### src/rtl/audio_startup_pkg.sv
package audio_startup_pkg;

    localparam int REG_AW = 2;
    localparam int REG_DW = 8;

    localparam logic [REG_AW-1:0] REG_CTRL  = 2'd0;
    localparam logic [REG_AW-1:0] REG_IDENT = 2'd1;

    localparam int CTRL_RUN_BIT = 0;

    typedef enum logic [1:0] {
        ST_RESET   = 2'd0,
        ST_IDLE_LP = 2'd1,
        ST_WAIT    = 2'd2,
        ST_RUN     = 2'd3
    } seq_state_e;

    typedef struct packed {
        logic locked;
        logic settled;
    } clk_status_t;

    typedef struct packed {
        logic run;
    } ctrl_reg_t;

    function automatic logic status_ok(input clk_status_t s);
        return s.locked & s.settled;
    endfunction

    function automatic seq_state_e seq_next(
        input seq_state_e  cur,
        input logic        run,
        input clk_status_t st
    );
        seq_state_e nxt;
        nxt = cur;
        unique case (cur)
            ST_RESET:   nxt = ST_IDLE_LP;
            ST_IDLE_LP: nxt = run ? ST_WAIT : ST_IDLE_LP;
            ST_WAIT: begin
                if (!run)               nxt = ST_IDLE_LP;
                else if (status_ok(st)) nxt = ST_RUN;
                else                    nxt = ST_WAIT;
            end
            ST_RUN: begin
                if (!run)                nxt = ST_IDLE_LP;
                else if (!status_ok(st)) nxt = ST_WAIT;
                else                     nxt = ST_RUN;
            end
            default:    nxt = ST_RESET;
        endcase
        return nxt;
    endfunction

    function automatic logic [REG_DW-1:0] read_mux(
        input logic [REG_AW-1:0] addr,
        input ctrl_reg_t         ctrl,
        input logic [3:0]        id_code,
        input logic [3:0]        rev_code
    );
        logic [REG_DW-1:0] d;
        d = '0;
        unique case (addr)
            REG_CTRL:  d[CTRL_RUN_BIT] = ctrl.run;
            REG_IDENT: d = {id_code, rev_code};
            default:   d = '0;
        endcase
        return d;
    endfunction

endpackage

### src/rtl/rst_syncer.sv
module rst_syncer #(
    parameter int STAGES = 2
) (
    input  logic clk,
    input  logic rst_n,
    output logic rst_int
);
    logic [STAGES-1:0] chain;

    always_ff @(posedge clk) begin
        chain <= {chain[STAGES-2:0], rst_n};
    end

    assign rst_int = ~chain[STAGES-1];
endmodule

### src/rtl/strap_latch.sv
module strap_latch #(
    parameter int N_STRAP = 4
) (
    input  logic               clk,
    input  logic               rst_int,
    input  logic               capture,
    input  logic [N_STRAP-1:0] pin_in,
    output logic [N_STRAP-1:0] pin_oe,
    output logic [N_STRAP-1:0] latched
);
    for (genvar i = 0; i < N_STRAP; i++) begin : g_pin
        always_ff @(posedge clk) begin
            if (rst_int) begin
                pin_oe[i]  <= 1'b0;
                latched[i] <= 1'b0;
            end else if (capture) begin
                pin_oe[i]  <= 1'b1;
                latched[i] <= pin_in[i];
            end
        end
    end
endmodule

### src/rtl/ctrl_regs.sv
module ctrl_regs
    import audio_startup_pkg::*;
#(
    parameter logic [3:0] ID_CODE  = 4'hA,
    parameter logic [3:0] REV_CODE = 4'h3
) (
    input  logic              clk,
    input  logic              rst_int,
    input  logic [REG_AW-1:0] addr,
    input  logic [REG_DW-1:0] wdata,
    input  logic              we,
    output logic [REG_DW-1:0] rdata,
    output ctrl_reg_t         ctrl
);
    logic unused_wbits;
    assign unused_wbits = ^{wdata[REG_DW-1:CTRL_RUN_BIT+1]};

    always_ff @(posedge clk) begin
        if (rst_int) begin
            ctrl.run <= 1'b0;
        end else if (we && addr == REG_CTRL) begin
            ctrl.run <= wdata[CTRL_RUN_BIT];
        end
    end

    assign rdata = read_mux(addr, ctrl, ID_CODE, REV_CODE);
endmodule

### src/rtl/seq_fsm.sv
module seq_fsm
    import audio_startup_pkg::*;
(
    input  logic        clk,
    input  logic        rst_int,
    input  logic        run,
    input  clk_status_t status,
    output seq_state_e  state,
    output logic        capture
);
    always_ff @(posedge clk) begin
        if (rst_int) state <= ST_RESET;
        else         state <= seq_next(state, run, status);
    end

    assign capture = !rst_int && (state == ST_RESET);
endmodule

### src/rtl/audio_startup_ctrl.sv
module audio_startup_ctrl
    import audio_startup_pkg::*;
#(
    parameter int         N_STRAP       = 4,
    parameter int         ADDR_STRAP    = 0,
    parameter logic [6:0] BUS_ADDR_BASE = 7'h50,
    parameter logic [3:0] ID_CODE       = 4'hA,
    parameter logic [3:0] REV_CODE      = 4'h3
) (
    input  logic               clk,
    input  logic               rst_n,
    input  logic [1:0]         reg_addr,
    input  logic [7:0]         reg_wdata,
    input  logic               reg_we,
    output logic [7:0]         reg_rdata,
    input  logic               pll_locked,
    input  logic               src_settled,
    input  logic [N_STRAP-1:0] strap_in,
    output logic [N_STRAP-1:0] strap_oe,
    output logic [N_STRAP-1:0] strap_val,
    output logic [6:0]         dev_addr,
    output logic               lowpower,
    output logic               audio_en
);
    logic        rst_int;
    logic        capture;
    ctrl_reg_t   ctrl;
    clk_status_t status;
    seq_state_e  state;

    rst_syncer #(.STAGES(2)) u_sync (
        .clk     (clk),
        .rst_n   (rst_n),
        .rst_int (rst_int)
    );

    ctrl_regs #(.ID_CODE(ID_CODE), .REV_CODE(REV_CODE)) u_regs (
        .clk     (clk),
        .rst_int (rst_int),
        .addr    (reg_addr),
        .wdata   (reg_wdata),
        .we      (reg_we),
        .rdata   (reg_rdata),
        .ctrl    (ctrl)
    );

    assign status.locked  = pll_locked;
    assign status.settled = src_settled;

    seq_fsm u_fsm (
        .clk     (clk),
        .rst_int (rst_int),
        .run     (ctrl.run),
        .status  (status),
        .state   (state),
        .capture (capture)
    );

    strap_latch #(.N_STRAP(N_STRAP)) u_straps (
        .clk     (clk),
        .rst_int (rst_int),
        .capture (capture),
        .pin_in  (strap_in),
        .pin_oe  (strap_oe),
        .latched (strap_val)
    );

    assign dev_addr = {BUS_ADDR_BASE[6:1], strap_val[ADDR_STRAP]};
    assign lowpower = (state == ST_RESET) || (state == ST_IDLE_LP);
    assign audio_en = (state == ST_RUN);
endmodule

### config.mk
export PLATFORM = sky130hd
export DESIGN_NAME = audio_startup_ctrl
export DESIGN_NICKNAME = d
export VERILOG_FILES = /design/src/rtl/audio_startup_pkg.sv /design/src/rtl/rst_syncer.sv /design/src/rtl/strap_latch.sv /design/src/rtl/ctrl_regs.sv /design/src/rtl/seq_fsm.sv /design/src/rtl/audio_startup_ctrl.sv
export SDC_FILE = /design/constraint.sdc
export NUM_CORES = 1
export LEC_CHECK = 0
export CAP_MARGIN = 30
export CORE_MARGIN = 2
export CORE_UTILIZATION = 31
export CTS_BUF_LIST = sky130_fd_sc_hd__clkbuf_8
export CTS_CLUSTER_SIZE = 12
export DETAILED_ROUTE_END_ITERATION = 10
export PLACE_DENSITY = 0.8
export SETUP_SLACK_MARGIN = 0.05
export SKIP_CTS_REPAIR_TIMING = 1
export SYNTH_ARGS = -nofsm -noshare
export SYNTH_HDL_FRONTEND = slang
export SYNTH_SLANG_ARGS = --single-unit
### constraint.sdc
create_clock -name clk -period 1.3 [get_ports clk]
set_input_delay 0.195 -clock clk [delete_from_list [all_inputs] [get_ports clk]]
set_output_delay 0.195 -clock clk [all_outputs]
set_load 0.01 [all_outputs]
# Yosys cells after proc, flatten, opt, wreduce, memory -nomap -nowiden
# Cells that the tools add are included.
# word_totals
regBits	10
latchBits	0
ramBits	0
rom_bits	0
inputBits	19
wordCells	25
mem_count	0
# op_classes
n_addsub	0
n_mul	0
div	0
magnitude_cmp	0
n_eq_ne	4
n_shift	0
n_mux	6
bitwise_logic	1
reduce_logical	6
# ops
operator	n
7-bit two-way mux	1
2-bit case mux with 3 select lines	1
2-bit by 1-bit equality test with 1-bit output, second input constant	2
2-bit equality test, second input constant	2
2-bit zero test	2
2-bit two-way mux	2
1-bit logical AND	2
1-bit case mux with 2 select lines	1
2-bit OR reduction	1
1-bit AND	1
1-bit logical OR	1
1-bit two-way mux	1

# Logic depth before layout (Yosys ltp)
# Gate-level depths: netlist (run 1).
# logic_depth
ltp_word	4
mapped_depth	3
depth_no_buf	2

# By module
# From an unflattened synthesis (run 1), not the netlist that was laid out.
# hier_totals
hier_cells	55
hier_area_um2	499.2
# by_module_without_submodules
mod	instances	cells_per_inst	area_per_inst_um2
strap_latch	1	19	196.4
ctrl_regs	1	15	118.9
audio_startup_ctrl	1	11	70.1
seq_fsm	1	7	70.1
rst_syncer	1	3	43.8

# Worst setup path before layout (run 1)
# No wires, ideal clock.
# synth_timing
kind	register to register
from	reg u_fsm.state[1]
to	reg u_straps.latched[0]
arrival_ns	0.881
required_time_ns	1.230
slack_ns	0.349
path_stages_with_launch	4
period_less_slack_ns	0.951
cell_sequence	dfxtp_1 > buf_6 > or3b_1 > a21oi_1
# synth_between
elab_chain_cells	2
# synth_lines
element	line_no	source
start, declared	seq_fsm.sv:8	output seq_state_e state,
start signal, assigned	seq_fsm.sv:13	else state <= seq_next(state, run, status);
2-bit zero test	seq_fsm.sv:16	assign capture = !rst_int && (state == ST_RESET);
1-bit logical AND	seq_fsm.sv:16	
end signal, assigned by index	strap_latch.sv:18	latched[i] <= pin_in[i];
end, declared	strap_latch.sv:9	output logic [N_STRAP-1:0] latched
# No other way between the ends.
# A chain may end at the register's enable or synchronous reset.

# Worst setup path in the final report (run 1)
# layout_timing
from	in reg_addr[0]
to	out reg_rdata[1]
# layout_between
elab_chain_cells	2
# layout_lines
element	line_no	source
start, declared	audio_startup_ctrl.sv:12	input logic [1:0] reg_addr,
2-bit by 1-bit equality test with 1-bit output	audio_startup_pkg.sv:64	unique case (addr)
7-bit two-way mux	audio_startup_pkg.sv:64	
end, declared	audio_startup_ctrl.sv:15	output logic [7:0] reg_rdata,
# No other way between the ends.

==> results.yml, run 1 <==
pwr:
  leakage_nw: 0.500
  powerDensity_mw_per_mm2: 1080
  ir_worst_vdd_mv: 0.904
routing:
  drt_iter0_markers: 1
  via_per_inst: 4.24
  drt-pass1-iter-count: 4
  route.detailed.drc: 0
  wl_met3_um: 113
  drt-met1-wl_um: 367
  antenna_left: 0
  wl_per_cell_um: 9.16
  num_vias: 411
  drt_wl_total_um: 889
  wl_met2_um: 408
  highest_layer: "met3"
logic_synthesis:
  syn_avg_cell_area_um2: 8.78
  syn-cell-area_um2: 500
  ys_seq_area_share_pct: 40.0
  synth_mux_area_share_pct: 2.00
  synth-simple-area-share_pct: 17.8
  synth_top_family_by_area: "buffers and inverters"
  synth_compound_area_share_pct: 10.3
  synth_cell_type_count: 18
  synthesis.instances: 57
  ys_seq_elements: 10
  synth_xor_area_share_pct: 0
  ys_warn_count: 0
  synthAdderAreaFrac_pct: 0
clock_tree:
  clock_sinks: 10
  ctsHtreeMaxLevel: 1
  clockRootBuffer: "clkbuf_8"
  clk_latency_ns: 0.23
  cts_buffers: 3
  clock_path_buffers: 2
  cts_tree: "yes"
  clk_pin_slew_worst_paths_ns: 0.04
place:
  gp_congestion: 0.668
  dp_slack_ns: -0.374
  io_buffers: 26
  dpl.hpwl_um: 683
critical_path:
  start_kind: "primary input"
  rr_worst_depth: 4
  slowest_delay_ns: 0.51
  r2r-end: "u_straps.latched[3]"
  timing.rr.start: "u_fsm.state[1]"
  path_max_fanout: 3
  path_cells: "clkdlybuf4s50_1 -> nor2b_4 -> dlymetal6s2s_1"
  end_kind: "output port"
  crit_path_top_delay_cell: "clkdlybuf4s50_1"
  critPathArrivalTime_ns: 1.03
  cp_data_required_time_ns: 1.11
  r2r_slack_ns: 0.16
  critPathTopFamily: "buffers and inverters"
  critPathBufInv: 2
  path_class: "in -> out"
grt:
  antenna_found_initial: 0
  overflow: 0
  grt_max_degree: 11
  grt_pass1_wl_um: 1280
  track_usage_pct: 9.21
  grt_pass1_vias: 311
sta:
  fin_crit_ns: 1.23
  setup_slack_ns: 0.0732
  slew_viol_final: 0
  clock_skew_ns: 0.00369
  report.final.setup_viol: 0
  fin_setup_tns_ns: 0
  max_freq_mhz: 815
  hold_violations: 0
  fin_crit_sh_pct: 94.4
  rsz0062_at_grt: "true"
final_layout:
  drive_gt1_share_pct: 13.6
  nets: 101
  area_growth_pct: 57.3
  antennaDiodeCount: 0
floorplanning:
  pin_count: 44
  start_util_pct: 33.2
  die_y_um: 44.2
  dieArea_mm2: 0.00195
  core-area_mm2: 0.00151
  rows: 14
  die_w_um: 44.2
job:
  maxCapViolations: 0
worst_hold_path:
  worstHoldEndpoint: "u_sync.chain[1]"
  hold_start: "u_sync.chain[0]"
  hp-class: "reg -> reg"
  min_path_cells: 0
outcome:
  status: "complete, no violations"
## final cells by class
cell class,count,area [um2]
Fill cell,152,719
Timing Repair Buffer,29,305
Sequential cell,10,200
Multi-Input combinational cell,35,195
Clock buffer,4,55.1
Tap cell,16,20.0
Inverter,3,11.3
## worst max path at each step
stage | from | end | slack, ns | cells past startpoint
floorplan | u_fsm.state[1] | u_straps.latched[0] | 0.35 | 3
global placement | reg_addr[0] | reg_rdata[1] | -0.33 | 3
detailed placement | reg_addr[0] | reg_rdata[7] | -0.37 | 3
CTS | reg_addr[0] | reg_rdata[7] | -0.38 | 3
global route | reg_addr[0] | reg_rdata[1] | 0.03 | 3
finish | reg_addr[0] | reg_rdata[1] | 0.07 | 3
## layer usage
layer	vias up	track usage, %
li1	207	-
met1	179	10.8
met2	25	14.1
met3	0	7.35
met4	0	0
met5	-	0
## cells by family after synthesis
group,Yosys count
flops,10
buf+inv,20
mux,1
simple gates,14
compound gates,10
other cells,2
## per-stage QoR
stage | util (%) | hold slack, ns | instance area (um2) | std cells | total power, mW
2_1_floorplan | - | 0.223 | 531 | 65 | 0.430
3_3_place_gp | 46.6 | 0.311 | 702 | 93 | 0.481
3_5_place_dp | 46.6 | 0.316 | 702 | 93 | 0.483
4_1_cts | 50.2 | 0.327 | 757 | 97 | 0.869
5_1_grt | 52.2 | 0.329 | 787 | 97 | 0.899
6_report | 52.2 | 0.323 | 787 | 97 | 0.849
## flip-flops by register name (all words and copies together), names as in the netlist
name / flops
u_regs.ctrl: 1
u_sync.chain: 2
u_straps.pin_oe: 1
u_straps.latched: 4
u_fsm.state: 2
## where the power goes
part           leakage (nW)  switching (mW)  internal [mW]  total [mW]
registers            0.0829         0.00866          0.324       0.333
logic                 0.388          0.0578         0.0793       0.137
clock network        0.0288           0.113          0.265       0.379
total                 0.500           0.180          0.669       0.849
## cells in the mapped netlist (all sizes together)
master | count | area, um2
a21oi | 5 | 25.0
inv | 3 | 11.3
nor2b | 1 | 6.26
a31oi | 1 | 6.26
nand3 | 1 | 5.00
buf | 17 | 131
dfxtp | 10 | 200
nor2 | 2 | 7.51
nor3b | 1 | 7.51
mux2i | 1 | 10.0
or3b | 4 | 35.0
and2 | 1 | 7.51
or2 | 1 | 6.26
conb | 2 | 7.51
and3 | 1 | 6.26
o21ai | 4 | 20.0
nand2 | 2 | 7.51
## layout by cell type, fill, tap and decap left out
master	instances
nand2_1	2
inv_1	3
conb_1	10
nand3_1	1
or2_1	1
a31oi_1	1
dfxtp_1	10
clkbuf_8	4
nor2b_4	1
and2_2	1
clkbuf_2	2
nor2_1	2
or3b_1	4
mux2i_1	1
and3_1	1
nor3b_1	1
dlymetal6s2s_1	13
buf_4	3
clkdlybuf4s50_1	11
a21oi_1	5
o21ai_0	4
(Power assumes the default switching activity.)
==> run 2, diff against run 1 <==
- CORE_MARGIN: 2 -> 10
- REMOVE_ABC_BUFFERS: unset -> 1
==> run 2 against run 1 <==
Against the previous run:
- count of clock-buffer cells in the layout did not move
- via count is 1.5% higher
- cell count is the same
- final area is 1.4% higher
- global-route usage shrank 1.7 points
- combinational power up 4%
- highest routed layer is now met4
- fmax rose by 2.1%
- sequential share of layout area decreased by 0.20 points
- register-to-register slack better by 0.11 ns
==> results.yml, run 2 (synthesis results as in run 1) <==
critical_path:
  path_class: "in -> out"
  cp_data_required_time_ns: 1.11
  rr_worst_depth: 3
  start_kind: "primary input"
  end_kind: "output port"
  path_max_fanout: 3
  critPathArrivalTime_ns: 1.01
pwr:
  powerDensity_mw_per_mm2: 1080
  p_sw_mw: 0.194
  leakage_nw: 0.523
  clkPwrFrac_pct: 44.9
  sequentialPowerShare_pct: 38.6
  p_sw_share_pct: 22.4
  p_int_mw: 0.670
  combPwrFrac_pct: 16.5
  ir_worst_vdd_mv: 0.629
sta:
  hold_violations: 0
  max_freq_mhz: 832
  setup_slack_ns: 0.0979
  fin_crit_sh_pct: 92.5
  rsz0062_at_grt: "false"
  slew_viol_final: 0
  fin_crit_ns: 1.20
  report.final.setup_viol: 0
  clock_skew_ns: 0.00101
floorplanning:
  pin_count: 44
  core-area_mm2: 0.00152
  dieArea_mm2: 0.00362
  die_y_um: 60.2
  rows: 14
  start_util_pct: 32.8
  die_w_um: 60.2
clock_tree:
  ctsHtreeMaxLevel: 1
  cts_buffers: 3
  clock_path_buffers: 2
  clk_latency_ns: 0.23
  clockRootBuffer: "clkbuf_8"
  clk_pin_slew_worst_paths_ns: 0.05
  cts_tree: "yes"
  clock_sinks: 10
grt:
  track_usage_pct: 7.46
  grt_max_degree: 10
  overflow: 0
  grt_pass1_wl_um: 1990
  grt_pass1_vias: 421
  antenna_found_initial: 0
worst_hold_path:
  hp-class: "reg -> reg"
  min_path_cells: 0
final_layout:
  finish.utilization_pct: 52.4
  antennaDiodeCount: 0
  reg_top3: "u_straps.latched: 4 flops, u_fsm.state: 2 flops, u_sync.chain: 2 flops"
  area_growth_pct: 59.5
  regMostFlops: "u_straps.latched"
  postLayoutCellArea_um2: 798
  final_cells: 97
  final_cell_mix: "dlymetal6s2s_1, conb_1, clkdlybuf4s50_1, dfxtp_1, a21oi_1"
  drive_gt1_share_pct: 13.6
  nets: 101
  layout_commonest_cell: "dlymetal6s2s_1"
  largest_reg_flops: 4
routing:
  num_vias: 417
  drt-pass1-iter-count: 4
  antenna_left: 0
  via_per_inst: 4.30
  drt_wl_total_um: 1320
  wl_per_cell_um: 13.6
  route.detailed.drc: 0
  drt_iter0_markers: 10
place:
  dp_slack_ns: -0.385
  io_buffers: 26
  dpl.hpwl_um: 1090
  gp_congestion: 0.664
  place_inst: 93
  placed_cell_area_um2: 702
job:
  maxCapViolations: 0
outcome:
  status: "complete, no violations"
-- run 2: changes by cell type in the layout (fill, tap and decap cells not counted), sizes merged --
cell,previous run,this run
clkbuf,6,5
dlymetal6s2s,13,15
clkdlybuf4s50,11,10
-- run 2: power by group through the flow --
stage	Sequential, mW	Combinational (mW)	Clock, mW
after floorplan	0.350	0.0410	0
after global placement	0.339	0.144	0
after detailed placement	0.341	0.148	0
after CTS	0.335	0.149	0.396
after global routing	0.336	0.156	0.413
final	0.334	0.142	0.388
-- run 2: worst paths after layout --
kind	startpoint	to	slack, ns
max	reg_addr[1]	reg_rdata[7]	0.1
min	u_sync.chain[0]	u_sync.chain[1]	0.32
max reg2reg	u_fsm.state[1]	u_straps.latched[2]	0.27
min reg2reg	u_sync.chain[0]	u_sync.chain[1]	0.32
-- run 2: per-layer routing --
metal  GRT usage [%]  share of wire (%)  vias up
li1                -                  -      207
met1            6.97                 37      182
met2            11.9                 51       26
met3            4.66                 11        2
met4            4.81                1.2        0
met5               0                  0        -
-- run 2: area by class of cell --
type	instances	area (um2)
clock buffers	4	55.1
fillers	145	726
inverters	3	11.3
multi-input cells	35	195
flip-flops and latches	10	201
well taps	16	20.0
repair buffers	29	315
-- run 2: per-stage QoR --
step	hold WS, ns	TNS (ns)	power (mW)
after floorplan	0.223	0	0.391
after global placement	0.310	-1.25	0.483
after detailed placement	0.313	-1.41	0.489
after CTS	0.325	-2.19	0.880
after global routing	0.335	0	0.905
final	0.323	0	0.864
-- run 2: worst max-delay path, stage by stage --
cell,delay [ns]
clkdlybuf4s50_1,0.48
nor2b_4,0.15
dlymetal6s2s_1,0.18
